**config.mk**
```make
export PLATFORM = sky130hd
export DESIGN_NAME = jtx_link_sequencer
export DESIGN_NICKNAME = d
export VERILOG_FILES = /design/src/rtl/jtx_seq_pkg.sv /design/src/rtl/jtx_frame_ctr.sv /design/src/rtl/jtx_sync_filter.sv /design/src/rtl/jtx_link_fsm.sv /design/src/rtl/jtx_symbol_mux.sv /design/src/rtl/jtx_link_sequencer.sv
export SDC_FILE = /design/constraint.sdc
export NUM_CORES = 1
export LEC_CHECK = 0
export CORE_MARGIN = 2
export CORE_UTILIZATION = 44
export CTS_BUF_LIST = sky130_fd_sc_hd__clkbuf_16
export CTS_CLUSTER_DIAMETER = 80
export DETAILED_ROUTE_END_ITERATION = 8
export PLACE_DENSITY = 0.79
export SETUP_SLACK_MARGIN = 0.02
export SLEW_MARGIN = 20
export SYNTH_ARGS = -nofsm -noshare
export SYNTH_HDL_FRONTEND = slang
export SYNTH_SLANG_ARGS = --single-unit
```
**constraint.sdc**
```tcl
create_clock -name clk -period 2 [get_ports clk]
set_clock_uncertainty 0.1 [all_clocks]
set_input_delay 0.4 -clock clk [delete_from_list [all_inputs] [get_ports clk]]
set_output_delay 0.4 -clock clk [all_outputs]
set_load 0.03 [all_outputs]
```
**src/rtl/jtx_seq_pkg.sv**
```systemverilog
package jtx_seq_pkg;

   typedef enum logic [1:0] {
      PH_CGS  = 2'd0,
      PH_ILAS = 2'd1,
      PH_DATA = 2'd2
   } phase_e;

   localparam logic [7:0] K28_0 = 8'h1C;
   localparam logic [7:0] K28_3 = 8'h7C;
   localparam logic [7:0] K28_5 = 8'hBC;
   localparam logic [7:0] K28_7 = 8'hFC;

   localparam logic [1:0] SYNC_FORCE_CGS = 2'b10;
   localparam logic [1:0] SYNC_FORCE_RUN = 2'b11;

   localparam logic [1:0] ILAS_OFF  = 2'b00;
   localparam logic [1:0] ILAS_LOOP = 2'b11;

endpackage

```
**src/rtl/jtx_frame_ctr.sv**
```systemverilog
module jtx_frame_ctr #(
   parameter int OCTETS_PER_FRAME = 2,
   parameter int FRAMES_PER_MF    = 4,
   localparam int MF_OCTETS = OCTETS_PER_FRAME * FRAMES_PER_MF,
   localparam int PW        = (MF_OCTETS > 1) ? $clog2(MF_OCTETS) : 1
) (
   input  logic          clk,
   input  logic          rst_n,
   output logic          frame_end,
   output logic          mf_start,
   output logic          mf_end,
   output logic [PW-1:0] mf_pos
);

   if (OCTETS_PER_FRAME < 1 || FRAMES_PER_MF < 1 || MF_OCTETS < 2) begin : g_bad_geometry
      $error("jtx_frame_ctr: a multiframe needs at least two octets");
   end

   logic [PW-1:0] pos_q;

   always_ff @(posedge clk or negedge rst_n) begin
      if (!rst_n)
         pos_q <= '0;
      else if (pos_q == PW'(MF_OCTETS - 1))
         pos_q <= '0;
      else
         pos_q <= pos_q + 1'b1;
   end

   assign mf_pos   = pos_q;
   assign mf_start = (pos_q == '0);
   assign mf_end   = (pos_q == PW'(MF_OCTETS - 1));

   if (OCTETS_PER_FRAME == 1) begin : g_single_octet
      assign frame_end = 1'b1;
   end else begin : g_octet_ctr
      localparam int OW = $clog2(OCTETS_PER_FRAME);
      logic [OW-1:0] oct_q;

      always_ff @(posedge clk or negedge rst_n) begin
         if (!rst_n)
            oct_q <= '0;
         else if (oct_q == OW'(OCTETS_PER_FRAME - 1))
            oct_q <= '0;
         else
            oct_q <= oct_q + 1'b1;
      end

      assign frame_end = (oct_q == OW'(OCTETS_PER_FRAME - 1));
   end

endmodule

```
**src/rtl/jtx_sync_filter.sv**
```systemverilog
module jtx_sync_filter
   import jtx_seq_pkg::*;
#(
   parameter int HOLD_CYCLES = 8,
   localparam int HW = $clog2(HOLD_CYCLES + 1)
) (
   input  logic       clk,
   input  logic       rst_n,
   input  logic       sync_in,
   input  logic       act_high,
   input  logic [1:0] ctl,
   output logic       req_now,
   output logic       req_long
);

   if (HOLD_CYCLES < 1) begin : g_bad_hold
      $error("jtx_sync_filter: HOLD_CYCLES must be at least 1");
   end

   logic pin_req;

   assign pin_req = act_high ? sync_in : ~sync_in;

   always_comb begin
      case (ctl)
         SYNC_FORCE_CGS: req_now = 1'b1;
         SYNC_FORCE_RUN: req_now = 1'b0;
         default:        req_now = pin_req;
      endcase
   end

   if (HOLD_CYCLES == 1) begin : g_no_filter
      assign req_long = req_now;
   end else begin : g_run_ctr
      logic [HW-1:0] run_q;

      always_ff @(posedge clk or negedge rst_n) begin
         if (!rst_n)
            run_q <= '0;
         else if (!req_now)
            run_q <= '0;
         else if (run_q != HW'(HOLD_CYCLES))
            run_q <= run_q + 1'b1;
      end

      assign req_long = req_now && (run_q >= HW'(HOLD_CYCLES - 1));
   end

endmodule

```
**src/rtl/jtx_link_fsm.sv**
```systemverilog
module jtx_link_fsm
   import jtx_seq_pkg::*;
#(
   parameter int ILAS_MULTIFRAMES = 4,
   localparam int IW = (ILAS_MULTIFRAMES > 1) ? $clog2(ILAS_MULTIFRAMES) : 1
) (
   input  logic       clk,
   input  logic       rst_n,
   input  logic       req_now,
   input  logic       req_long,
   input  logic       mf_end,
   input  logic [1:0] ilas_mode,
   output phase_e     phase
);

   if (ILAS_MULTIFRAMES < 1) begin : g_bad_ilas
      $error("jtx_link_fsm: ILAS needs at least one multiframe");
   end

   phase_e        ph_q, ph_d;
   logic [IW-1:0] mfc_q, mfc_d;
   logic          last_mf;

   assign last_mf = (mfc_q == IW'(ILAS_MULTIFRAMES - 1));

   always_comb begin
      ph_d  = ph_q;
      mfc_d = mfc_q;
      case (ph_q)
         PH_CGS: begin
            if (!req_now && mf_end) begin
               mfc_d = '0;
               ph_d  = (ilas_mode == ILAS_OFF) ? PH_DATA : PH_ILAS;
            end
         end
         PH_ILAS: begin
            if (req_now) begin
               ph_d = PH_CGS;
            end else if (mf_end) begin
               if (last_mf) begin
                  mfc_d = '0;
                  if (ilas_mode != ILAS_LOOP)
                     ph_d = PH_DATA;
               end else begin
                  mfc_d = mfc_q + 1'b1;
               end
            end
         end
         PH_DATA: begin
            if (req_long)
               ph_d = PH_CGS;
         end
         default: ph_d = PH_CGS;
      endcase
   end

   always_ff @(posedge clk or negedge rst_n) begin
      if (!rst_n) begin
         ph_q  <= PH_CGS;
         mfc_q <= '0;
      end else begin
         ph_q  <= ph_d;
         mfc_q <= mfc_d;
      end
   end

   assign phase = ph_q;

endmodule

```
**src/rtl/jtx_symbol_mux.sv**
```systemverilog
module jtx_symbol_mux
   import jtx_seq_pkg::*;
#(
   parameter int PW = 3
) (
   input  phase_e        phase,
   input  logic          frame_end,
   input  logic          mf_start,
   input  logic          mf_end,
   input  logic [PW-1:0] mf_pos,
   input  logic [7:0]    data_in,
   input  logic          standby,
   input  logic          standby_comma,
   input  logic          fa_disable,
   input  logic          fa_long,
   output logic [7:0]    octet,
   output logic          ctrl_k
);

   logic [7:0] fill;

   if (PW >= 8) begin : g_wide_pos
      assign fill = mf_pos[7:0];
   end else begin : g_narrow_pos
      assign fill = {{(8 - PW){1'b0}}, mf_pos};
   end

   always_comb begin
      octet  = K28_5;
      ctrl_k = 1'b1;
      case (phase)
         PH_ILAS: begin
            if (mf_start) begin
               octet = K28_0;
            end else if (mf_end) begin
               octet = K28_3;
            end else begin
               octet  = fill;
               ctrl_k = 1'b0;
            end
         end
         PH_DATA: begin
            if (standby) begin
               octet  = standby_comma ? K28_5 : 8'h00;
               ctrl_k = standby_comma;
            end else if (!fa_disable && frame_end) begin
               octet = (fa_long && mf_end) ? K28_3 : K28_7;
            end else begin
               octet  = data_in;
               ctrl_k = 1'b0;
            end
         end
         default: begin
            octet  = K28_5;
            ctrl_k = 1'b1;
         end
      endcase
   end

endmodule

```
**src/rtl/jtx_link_sequencer.sv**
```systemverilog
module jtx_link_sequencer
   import jtx_seq_pkg::*;
#(
   parameter int OCTETS_PER_FRAME = 2,
   parameter int FRAMES_PER_MF    = 4,
   parameter int ILAS_MULTIFRAMES = 4,
   parameter int SYNC_HOLD_FRAMES = 4
) (
   input  logic       clk,
   input  logic       rst_n,
   input  logic       sync_in,
   input  logic       sync_act_high,
   input  logic [1:0] sync_ctl,
   input  logic [1:0] ilas_mode,
   input  logic       fa_disable,
   input  logic       fa_long,
   input  logic       standby,
   input  logic       standby_comma,
   input  logic [7:0] data_in,
   output logic [7:0] octet_out,
   output logic       ctrl_k,
   output logic [1:0] phase_out
);

   localparam int MF_OCTETS   = OCTETS_PER_FRAME * FRAMES_PER_MF;
   localparam int PW          = (MF_OCTETS > 1) ? $clog2(MF_OCTETS) : 1;
   localparam int HOLD_CYCLES = SYNC_HOLD_FRAMES * OCTETS_PER_FRAME;

   if (SYNC_HOLD_FRAMES < 1) begin : g_bad_hold_frames
      $error("jtx_link_sequencer: SYNC_HOLD_FRAMES must be at least 1");
   end

   logic          frame_end, mf_start, mf_end;
   logic [PW-1:0] mf_pos;
   logic          req_now, req_long;
   phase_e        phase;

   jtx_frame_ctr #(
      .OCTETS_PER_FRAME (OCTETS_PER_FRAME),
      .FRAMES_PER_MF    (FRAMES_PER_MF)
   ) u_frame_ctr (
      .clk       (clk),
      .rst_n     (rst_n),
      .frame_end (frame_end),
      .mf_start  (mf_start),
      .mf_end    (mf_end),
      .mf_pos    (mf_pos)
   );

   jtx_sync_filter #(
      .HOLD_CYCLES (HOLD_CYCLES)
   ) u_sync_filter (
      .clk      (clk),
      .rst_n    (rst_n),
      .sync_in  (sync_in),
      .act_high (sync_act_high),
      .ctl      (sync_ctl),
      .req_now  (req_now),
      .req_long (req_long)
   );

   jtx_link_fsm #(
      .ILAS_MULTIFRAMES (ILAS_MULTIFRAMES)
   ) u_link_fsm (
      .clk       (clk),
      .rst_n     (rst_n),
      .req_now   (req_now),
      .req_long  (req_long),
      .mf_end    (mf_end),
      .ilas_mode (ilas_mode),
      .phase     (phase)
   );

   jtx_symbol_mux #(
      .PW (PW)
   ) u_symbol_mux (
      .phase         (phase),
      .frame_end     (frame_end),
      .mf_start      (mf_start),
      .mf_end        (mf_end),
      .mf_pos        (mf_pos),
      .data_in       (data_in),
      .standby       (standby),
      .standby_comma (standby_comma),
      .fa_disable    (fa_disable),
      .fa_long       (fa_long),
      .octet         (octet_out),
      .ctrl_k        (ctrl_k)
   );

   assign phase_out = phase;

endmodule

```
==> results of run 1 <==
metal layers:
layer | GRT usage (%) | share of wire [%]
met5 | 0 | 0
met3 | 8.02 | 9.6
met1 | 40.7 | 34
met2 | 61.9 | 48
met4 | 27.6 | 8.6
kinds of logic (layout without fill, tap and decap cells):
| family | count (synthesis) | count (layout) | synth area share, % |
|---|---|---|---|
| AND/OR/NAND/NOR | 27 | 27 | 14.2 |
| AO/OA/AOI/OAI | 26 | 26 | 21.4 |
| buffers and inverters | 13 | 80 | 5.55 |
| flip-flops | 12 | 12 | 34.2 |
| adder cells (fa/ha/maj) | 10 | 10 | 14.2 |
| multiplexers | 6 | 6 | 7.41 |
| XOR/XNOR | 3 | 3 | 2.99 |
power by group through the flow:
stage	clock network (W)	logic, W	registers (W)
after CTS	0.000374	0.00165	0.000353
final	0.000380	0.00193	0.000363
after floorplan	0	0.000783	0.000367
after global placement	0	0.00131	0.000334
after detailed placement	0	0.00134	0.000340
after global routing	0.000394	0.00200	0.000368
area by class of cell:
cell class,instances,area [um^2],area share (%)
tap,27,33.8,1.87
inverter,12,50.0,2.77
sequential,12,304,16.9
timing repair buffer,64,581,32.2
clock inverter,1,3.75,0.208
multi-input combinational,72,757,42.0
clock buffer,3,75.1,4.16
cell usage in the layout (no fill, tap or decap), types with 2 or more instances in the layout:
| master | netlist | routed |
|---|---|---|
| a21boi_4 | 0 | 2 |
| a21o_4 | 0 | 2 |
| a21oi_1 | 5 | 4 |
| a221o_2 | 0 | 2 |
| a32oi_2 | 0 | 2 |
| buf_4 | 0 | 29 |
| buf_6 | 0 | 15 |
| clkbuf_16 | 0 | 3 |
| clkdlybuf4s50_1 | 0 | 15 |
| dfrtp_1 | 12 | 9 |
| dfrtp_2 | 0 | 3 |
| dlygate4sd2_1 | 0 | 5 |
| ha_1 | 10 | 3 |
| ha_4 | 0 | 6 |
| inv_1 | 12 | 8 |
| inv_2 | 0 | 3 |
| inv_4 | 0 | 2 |
| mux2i_1 | 5 | 4 |
| nand2_1 | 8 | 7 |
| nand3_1 | 2 | 2 |
| nor2_1 | 9 | 8 |
| nor2b_1 | 4 | 2 |
| nor2b_2 | 0 | 2 |
| o21ai_0 | 5 | 3 |
| or3_4 | 0 | 2 |
| xor2_1 | 2 | 2 |
worst max path at each step:
| stage | startpoint | endpoint | slack (ps) | depth (start not counted) |
|---|---|---|---|---|
| finish | u_frame_ctr.mf_pos[0]$_DFF_PN0_ | octet_out[7] | -460 | 7 |
| detailed placement | standby | octet_out[2] | -630 | 5 |
| global placement | standby | octet_out[5] | -600 | 5 |
| floorplan | u_link_fsm.phase[0]$_DFFE_PN0P_ | octet_out[6] | -30 | 5 |
| CTS | u_frame_ctr.mf_pos[0]$_DFF_PN0_ | octet_out[2] | -330 | 5 |
| global route | u_frame_ctr.mf_pos[0]$_DFF_PN0_ | octet_out[7] | -560 | 7 |
state kept, by name, summed over array words and instances, names as in the netlist:
name / flops
u_frame_ctr.frame_end: 1
u_frame_ctr.mf_pos: 3
u_link_fsm.mfc_q: 2
u_sync_filter.g_run_ctr.run_q: 4
u_link_fsm.phase: 2
through the flow:
step	setup TNS [ps]	hold slack, ps
after floorplan	-28.5	4.41
after global placement	-3280	320
after detailed placement	-3750	330
after CTS	-1940	336
after global routing	-3310	336
final	-2830	340
worst register-to-register path: cells and delay by family, from the launching register on:
family / cells / cell delay (ps)
adders and majority gates: 1 / 190
AOI/OAI and AO/OA: 2 / 490
buffers and inverters: 2 / 270
DFF: 1 / 460
muxes: 1 / 320
what timing repair did:
item | in CTS | in global routing
setup endpoints to repair | 11 | 12
pin swaps | 9 | 4
buffers inserted | 8 | 5
resized for setup | 55 | 9
==> results.md, run 1 <==
- Hold Path End: u_frame_ctr.frame_end$_DFF_PN0_
- Leakage: ~0.8 nW
- DIE HEIGHT: between 40 and 50 um
- Reg2reg setup slack: around 50 ps
- Drt drc: 0
- Ratio of final minimum period to clock period: 123%
- Post-synth top cells: dfrtp_1 (12), inv_1 (12), ha_1 (10)
- Post-DRT Antenna Nets: 0
- RSZ-0062 raised after global routing: true
- First-pass detailed-route iteration total: 5
- Post-synth net total: roughly 130
- Clock Power Share: 14.2%
- CTS Buf Count: 3
- Area leader, netlist: dfrtp_1
- Via/cell ratio: between 6 and 7
- Total gr overflow: 0
- Clock Pin Slew Worst Setup and Hold Paths: about 50 ps
- First-pass GRT wire length: 6350 um
- Place WS: -626 ps
- Starting Density: approximately 46%
- Layout cells sized above 1: a little over half
- CP top delay family: flip-flops
- Worst path slowest cell: dfrtp_2
- Die ar.: 0.00237 mm^2
- Synthesis Warnings: 0
- Logic pwr share: 72.2%
- WP buf/inv: 2
- Setup violations, final: 10
- Cell Area, Synth: between 800 and 900 um^2
- Synthesized flop and latch total: 12
- Layout area overhead: 105%
- Max H-tree Level: 1
- Max Fclk: 0.406 GHz
- Final min period: roughly 2500 ps
- Status: complete, but fails checks
- Post-Layout Inst Area: approximately 0.0018 mm^2
- Hold Crit Class: flip-flop to flip-flop
- Crit path max fanout: 5
- Number of cell rows: 16
- Final non-filler cell total: 191
- # hold bufs at CTS: 0
- Kind of critical path: flip-flop to output port
- WL/cell: ~24 um
- Synth top area cells: dfrtp_1 (34%), ha_1 (14%), mux2i_1 (5.7%)
- Slew @ Worst Pin: 618 ps
- Total power draw: roughly 0.0027 W
- Hold Startpoint: u_frame_ctr.frame_end$_DFF_PN0_
- Critical Path AT: between 1500 and 2000 ps
- CP max stage delay: approximately 440 ps
- Avg Cell Area, Syn: a little over 9 um^2
- R2r endpoint: u_link_fsm.phase[1]$_DFFE_PN0P_
- CTS Buffer Depth: 2
- Yosys top cell area share: between 30% and 40%
- Drt total wl: roughly 4500 um
- WHS Path Cells: 1
- Register area share after synthesis: between 30% and 40%
- Clk sink count: 12
- Gate Count Post-Synth: 97
- Hpwl dp: roughly 2100 um
- CP Cell Sequence: ha_4 > ha_4 > buf_4 > a311oi_2 > a21oi_2 > mux2i_2 > buf_4
- Required time of the critical path: ~1500 ps
- Largest net degree at the start of global routing: 13
- Cell depth of the worst flop-to-flop path: 6
- I/O pin total: 31
- Max Slew Vio Count: 0
- Final core occ: between 90% and 100%
- CTS tree: built
- Violated checks: negative setup slack
- Iteration-0 DRC Markers: 46
- Final worst slack: -462 ps
- Worst VDD drop: around 1300 uV
- Core ar.: 0.00192 mm^2
- Post-synth ARST share: 100%
- Worst-skew pair later-pin latency: roughly 250 ps
- Final-report hold violation count: 0
- Max-Cap Viols: 0
- Reg2Reg Launch Point: u_link_fsm.phase[1]$_DFFE_PN0P_
- Post-synth cell types: 27
- DP Area: between 0.001 and 0.0015 mm^2
- Post-synth EDFFs: 0
- N_diodes: 0
- GP Congestion: 0.765
- Worst setup EP type: output port
- Headroom to the max-slew limit: between 50% and 60%
- NetSw: 0.00111 W
- Final net count: approximately 200
- Port Buf Inserts: 30
- Die width: around 49 um
- Vias in the first global route: roughly 1200
- Power Density: roughly 1500 mW/mm^2
- Flop pwr share: a little over an eighth
- Filler cells: 60
- Pint: ~0.0016 W
- Critical path startpoint category: flip-flop
- DR vias: between 1000 and 1500
- GRT Overall Usage: between 30% and 40%
- Initial antenna violation count: 0
- Sw Share: between 40% and 50%
- Post-Place Cells: roughly 180
- Root Driver: clkbuf_16
- Main flop type after synthesis: dfrtp_1
(Power assumes the default switching activity.)
==> inputs of run 2 (changes only) <==
--- a/config.mk
+++ b/config.mk
@@ -5,6 +5,7 @@
 export SDC_FILE = /design/constraint.sdc
 export NUM_CORES = 1
 export LEC_CHECK = 0
+export ABC_CLOCK_PERIOD_IN_PS = 2000
 export CORE_MARGIN = 2
 export CORE_UTILIZATION = 44
 export CTS_BUF_LIST = sky130_fd_sc_hd__clkbuf_16
==> results of run 2 <==
Same layout as run 1: the final DEF is identical, and so are final timing and power.
==> inputs of run 3 (changes only) <==
--- a/config.mk
+++ b/config.mk
@@ -6,12 +6,14 @@
 export NUM_CORES = 1
 export LEC_CHECK = 0
 export ABC_CLOCK_PERIOD_IN_PS = 2000
+export CELL_PAD_IN_SITES_DETAIL_PLACEMENT = 0
+export CELL_PAD_IN_SITES_GLOBAL_PLACEMENT = 1
 export CORE_MARGIN = 2
-export CORE_UTILIZATION = 44
+export CORE_UTILIZATION = 32
 export CTS_BUF_LIST = sky130_fd_sc_hd__clkbuf_16
 export CTS_CLUSTER_DIAMETER = 80
 export DETAILED_ROUTE_END_ITERATION = 8
-export PLACE_DENSITY = 0.79
+export PLACE_DENSITY_LB_ADDON = 0.1
 export SETUP_SLACK_MARGIN = 0.02
 export SLEW_MARGIN = 20
 export SYNTH_ARGS = -nofsm -noshare
==> results.md, run 3 (synthesis results as in run 1) <==
- Status: complete, but fails checks
- Violated checks: negative setup slack
- Setup violations, final: 9 (-1)
- Drt drc: 0 (unchanged)
- Commonest non-fill, non-tap cell in the layout: buf_4
- RSZ-0062 raised after global routing: true
- Port Buf Inserts: 30 (unchanged)
- Hold Crit Class: flip-flop to flip-flop
- Required time of the critical path: 1500 ps (about the same)
- GP Congestion: 0.793 (+3.7%)
- Critical Path AT: 1780 ps (-180 ps)
- Headroom to the max-slew limit: 64.7% (+6.0 points)
- Final worst slack: -283 ps (+179 ps)
- Met3 WL: 140 um (-68%)
- Reg2Reg Launch Point: u_frame_ctr.mf_pos[1]$_DFF_PN0_
- Crit path from: u_frame_ctr.mf_pos[1]$_DFF_PN0_
- I/O pin total: 31 (unchanged)
- Cell depth of the worst flop-to-flop path: 6 (unchanged)
- Critical Path End: octet_out[2]
- Initial antenna violation count: 0 (unchanged)
- Reg2reg setup slack: 310 ps (+260 ps)
- Setup TNS: -1410 ps (+1420 ps)
- WL met2: 1090 um (-50%)
- CP top delay family: flip-flops
- First-pass detailed-route iteration total: 4 (-1)
- CP Cell Sequence: ha_4 > ha_4 > or3_1 > a221o_2 > buf_6
- GRT Overall Usage: 16.4% (-20 points)
- Leakage: 0.730 nW (-9.1%)
- Clock Pin Slew Worst Setup and Hold Paths: 40 ps (about the same)
- Ratio of final minimum period to clock period: 114% (-8.9 points)
- WP buf/inv: 1 (-1)
- Slew @ Worst Pin: 528 ps (-89.8 ps)
- Root Driver: clkbuf_16
- DR vias: 891 (-25%)
- First-pass GRT wire length: 4170 um (-34%)
- R2r endpoint: u_link_fsm.phase[1]$_DFFE_PN0P_
- # hold bufs at CTS: 0 (unchanged)
- Final core occ: 61.6% (-32 points)
- Worst-skew pair later-pin latency: 240 ps (about the same)
- Top Layer Used: met4
- CP max stage delay: 410 ps (-30 ps)
- CP most frequent cell: ha_4
- Final-report hold violation count: 0 (unchanged)
- CTS Buf Count: 3 (unchanged)
- Die ar.: 0.00318 mm^2 (+34%)
- Max Slew Vio Count: 0 (unchanged)
- Drt total wl: 2300 um (-49%)
- CTS tree: built
- Worst setup EP type: output port
- Final min period: 2280 ps (-179 ps)
- Stages on the worst setup path: 5 (-2)
- Power Density: 1290 mW/mm^2 (-13%)
- Critical path startpoint category: flip-flop
- Clk sink count: 12 (unchanged)
- Final net count: 180 (-7.7%)
- CTS Buffer Depth: 2 (unchanged)
- Commonest cells after routing, fill and taps aside: buf_4 (23), clkdlybuf4s50_1 (16), dfrtp_1 (10)
- N_diodes: 0 (unchanged)
- Layout area overhead: 78.5%
- Hpwl dp: 1810 um (-14%)
- Max-Cap Viols: 0 (unchanged)
- Max reg flops: 4 (unchanged)
- Layout cells sized above 1: 39.6% (-13 points)
- Number of cell rows: 18 (+2)
- DIE HEIGHT: 56.4 um (+16%)
- Vias in the first global route: 929 (-21%)
- Max Fclk: 0.438 GHz (+7.8%)
- Iteration-0 DRC Markers: 15 (-67%)
- Die width: 56.4 um (+16%)
- Starting Density: 34.5% (-11 points)
- Wire length on met1: 1050 um (-31%)
- Max H-tree Level: 1 (unchanged)
- WL/cell: 12.8 um (-46%)
- Worst VDD drop: 823 uV (-37%)
- Kind of critical path: flip-flop to output port
- Largest net degree at the start of global routing: 13 (unchanged)
- Worst path slowest cell: dfrtp_1
- Core ar.: 0.00254 mm^2 (+32%)
- Via/cell ratio: 4.98 (-20%)
- Total gr overflow: 0 (unchanged)
- Largest Register: u_sync_filter.g_run_ctr.run_q
- Crit path max fanout: 3 (-2)
- Post-DRT Antenna Nets: 0 (unchanged)
==> run 3: area by class of cell <==
| class | count | area, um^2 |
|---|---|---|
| fillers | 225 | 977 |
| multi-input cells | 72 | 663 |
| repair buffers | 49 | 440 |
| flip-flops and latches | 12 | 303 |
| clock buffers | 3 | 75.1 |
| inverters | 12 | 45.0 |
| well taps | 30 | 37.5 |
| clock inverters | 1 | 3.75 |
==> run 3: worst min-delay path by stage <==
stage	startpoint	endpoint	slack, ps	cells past startpoint
detailed placement	u_frame_ctr.frame_end$_DFF_PN0_	u_frame_ctr.frame_end$_DFF_PN0_	310	1
global route	u_frame_ctr.frame_end$_DFF_PN0_	u_frame_ctr.frame_end$_DFF_PN0_	350	1
floorplan	rst_n	u_frame_ctr.frame_end$_DFF_PN0_	4	0
CTS	u_frame_ctr.frame_end$_DFF_PN0_	u_frame_ctr.frame_end$_DFF_PN0_	330	1
finish	u_frame_ctr.frame_end$_DFF_PN0_	u_frame_ctr.frame_end$_DFF_PN0_	320	1
global placement	u_frame_ctr.frame_end$_DFF_PN0_	u_frame_ctr.frame_end$_DFF_PN0_	310	1
==> run 3: worst reg2reg max path, cell delays in order (launching register included) <==
cell	delay, ps
dfrtp_1	400
ha_4	170
ha_4	120
buf_4	130
nand3_1	90
a311oi_2	370
mux2i_1	230
==> run 3: through the flow <==
step	cells	setup WS, ps	hold slack [ps]	power [W]	instance area, um^2
after floorplan	97	-28.5	4.41	0.00115	972
after global placement	171	-308	309	0.00156	1390
after detailed placement	171	-355	313	0.00158	1390
after CTS	177	-294	328	0.00203	1550
after global routing	179	-329	346	0.00216	1570
final	179	-283	322	0.00202	1570
==> run 3: timing repair <==
item,in CTS,in global routing
resized for setup,21,2
endpoints found under the setup margin,9,11
setup buffers,2,2
hold endpoints to repair,0,0
pin swaps,3,2
==> run 3: where the power goes <==
part,switching [W],total [W],internal [W],leakage (nW)
Combinational,0.000666,0.00132,0.000655,0.542
Clock,0.000102,0.000365,0.000263,0.0385
Sequential,0.0000414,0.000337,0.000296,0.150
==> run 3: per-layer routing <==
layer / vias up / global-route usage, %
li1: 445 / -
met1: 422 / 22.2
met2: 22 / 25.4
met3: 2 / 5.30
met4: 0 / 4.08
met5: - / 0
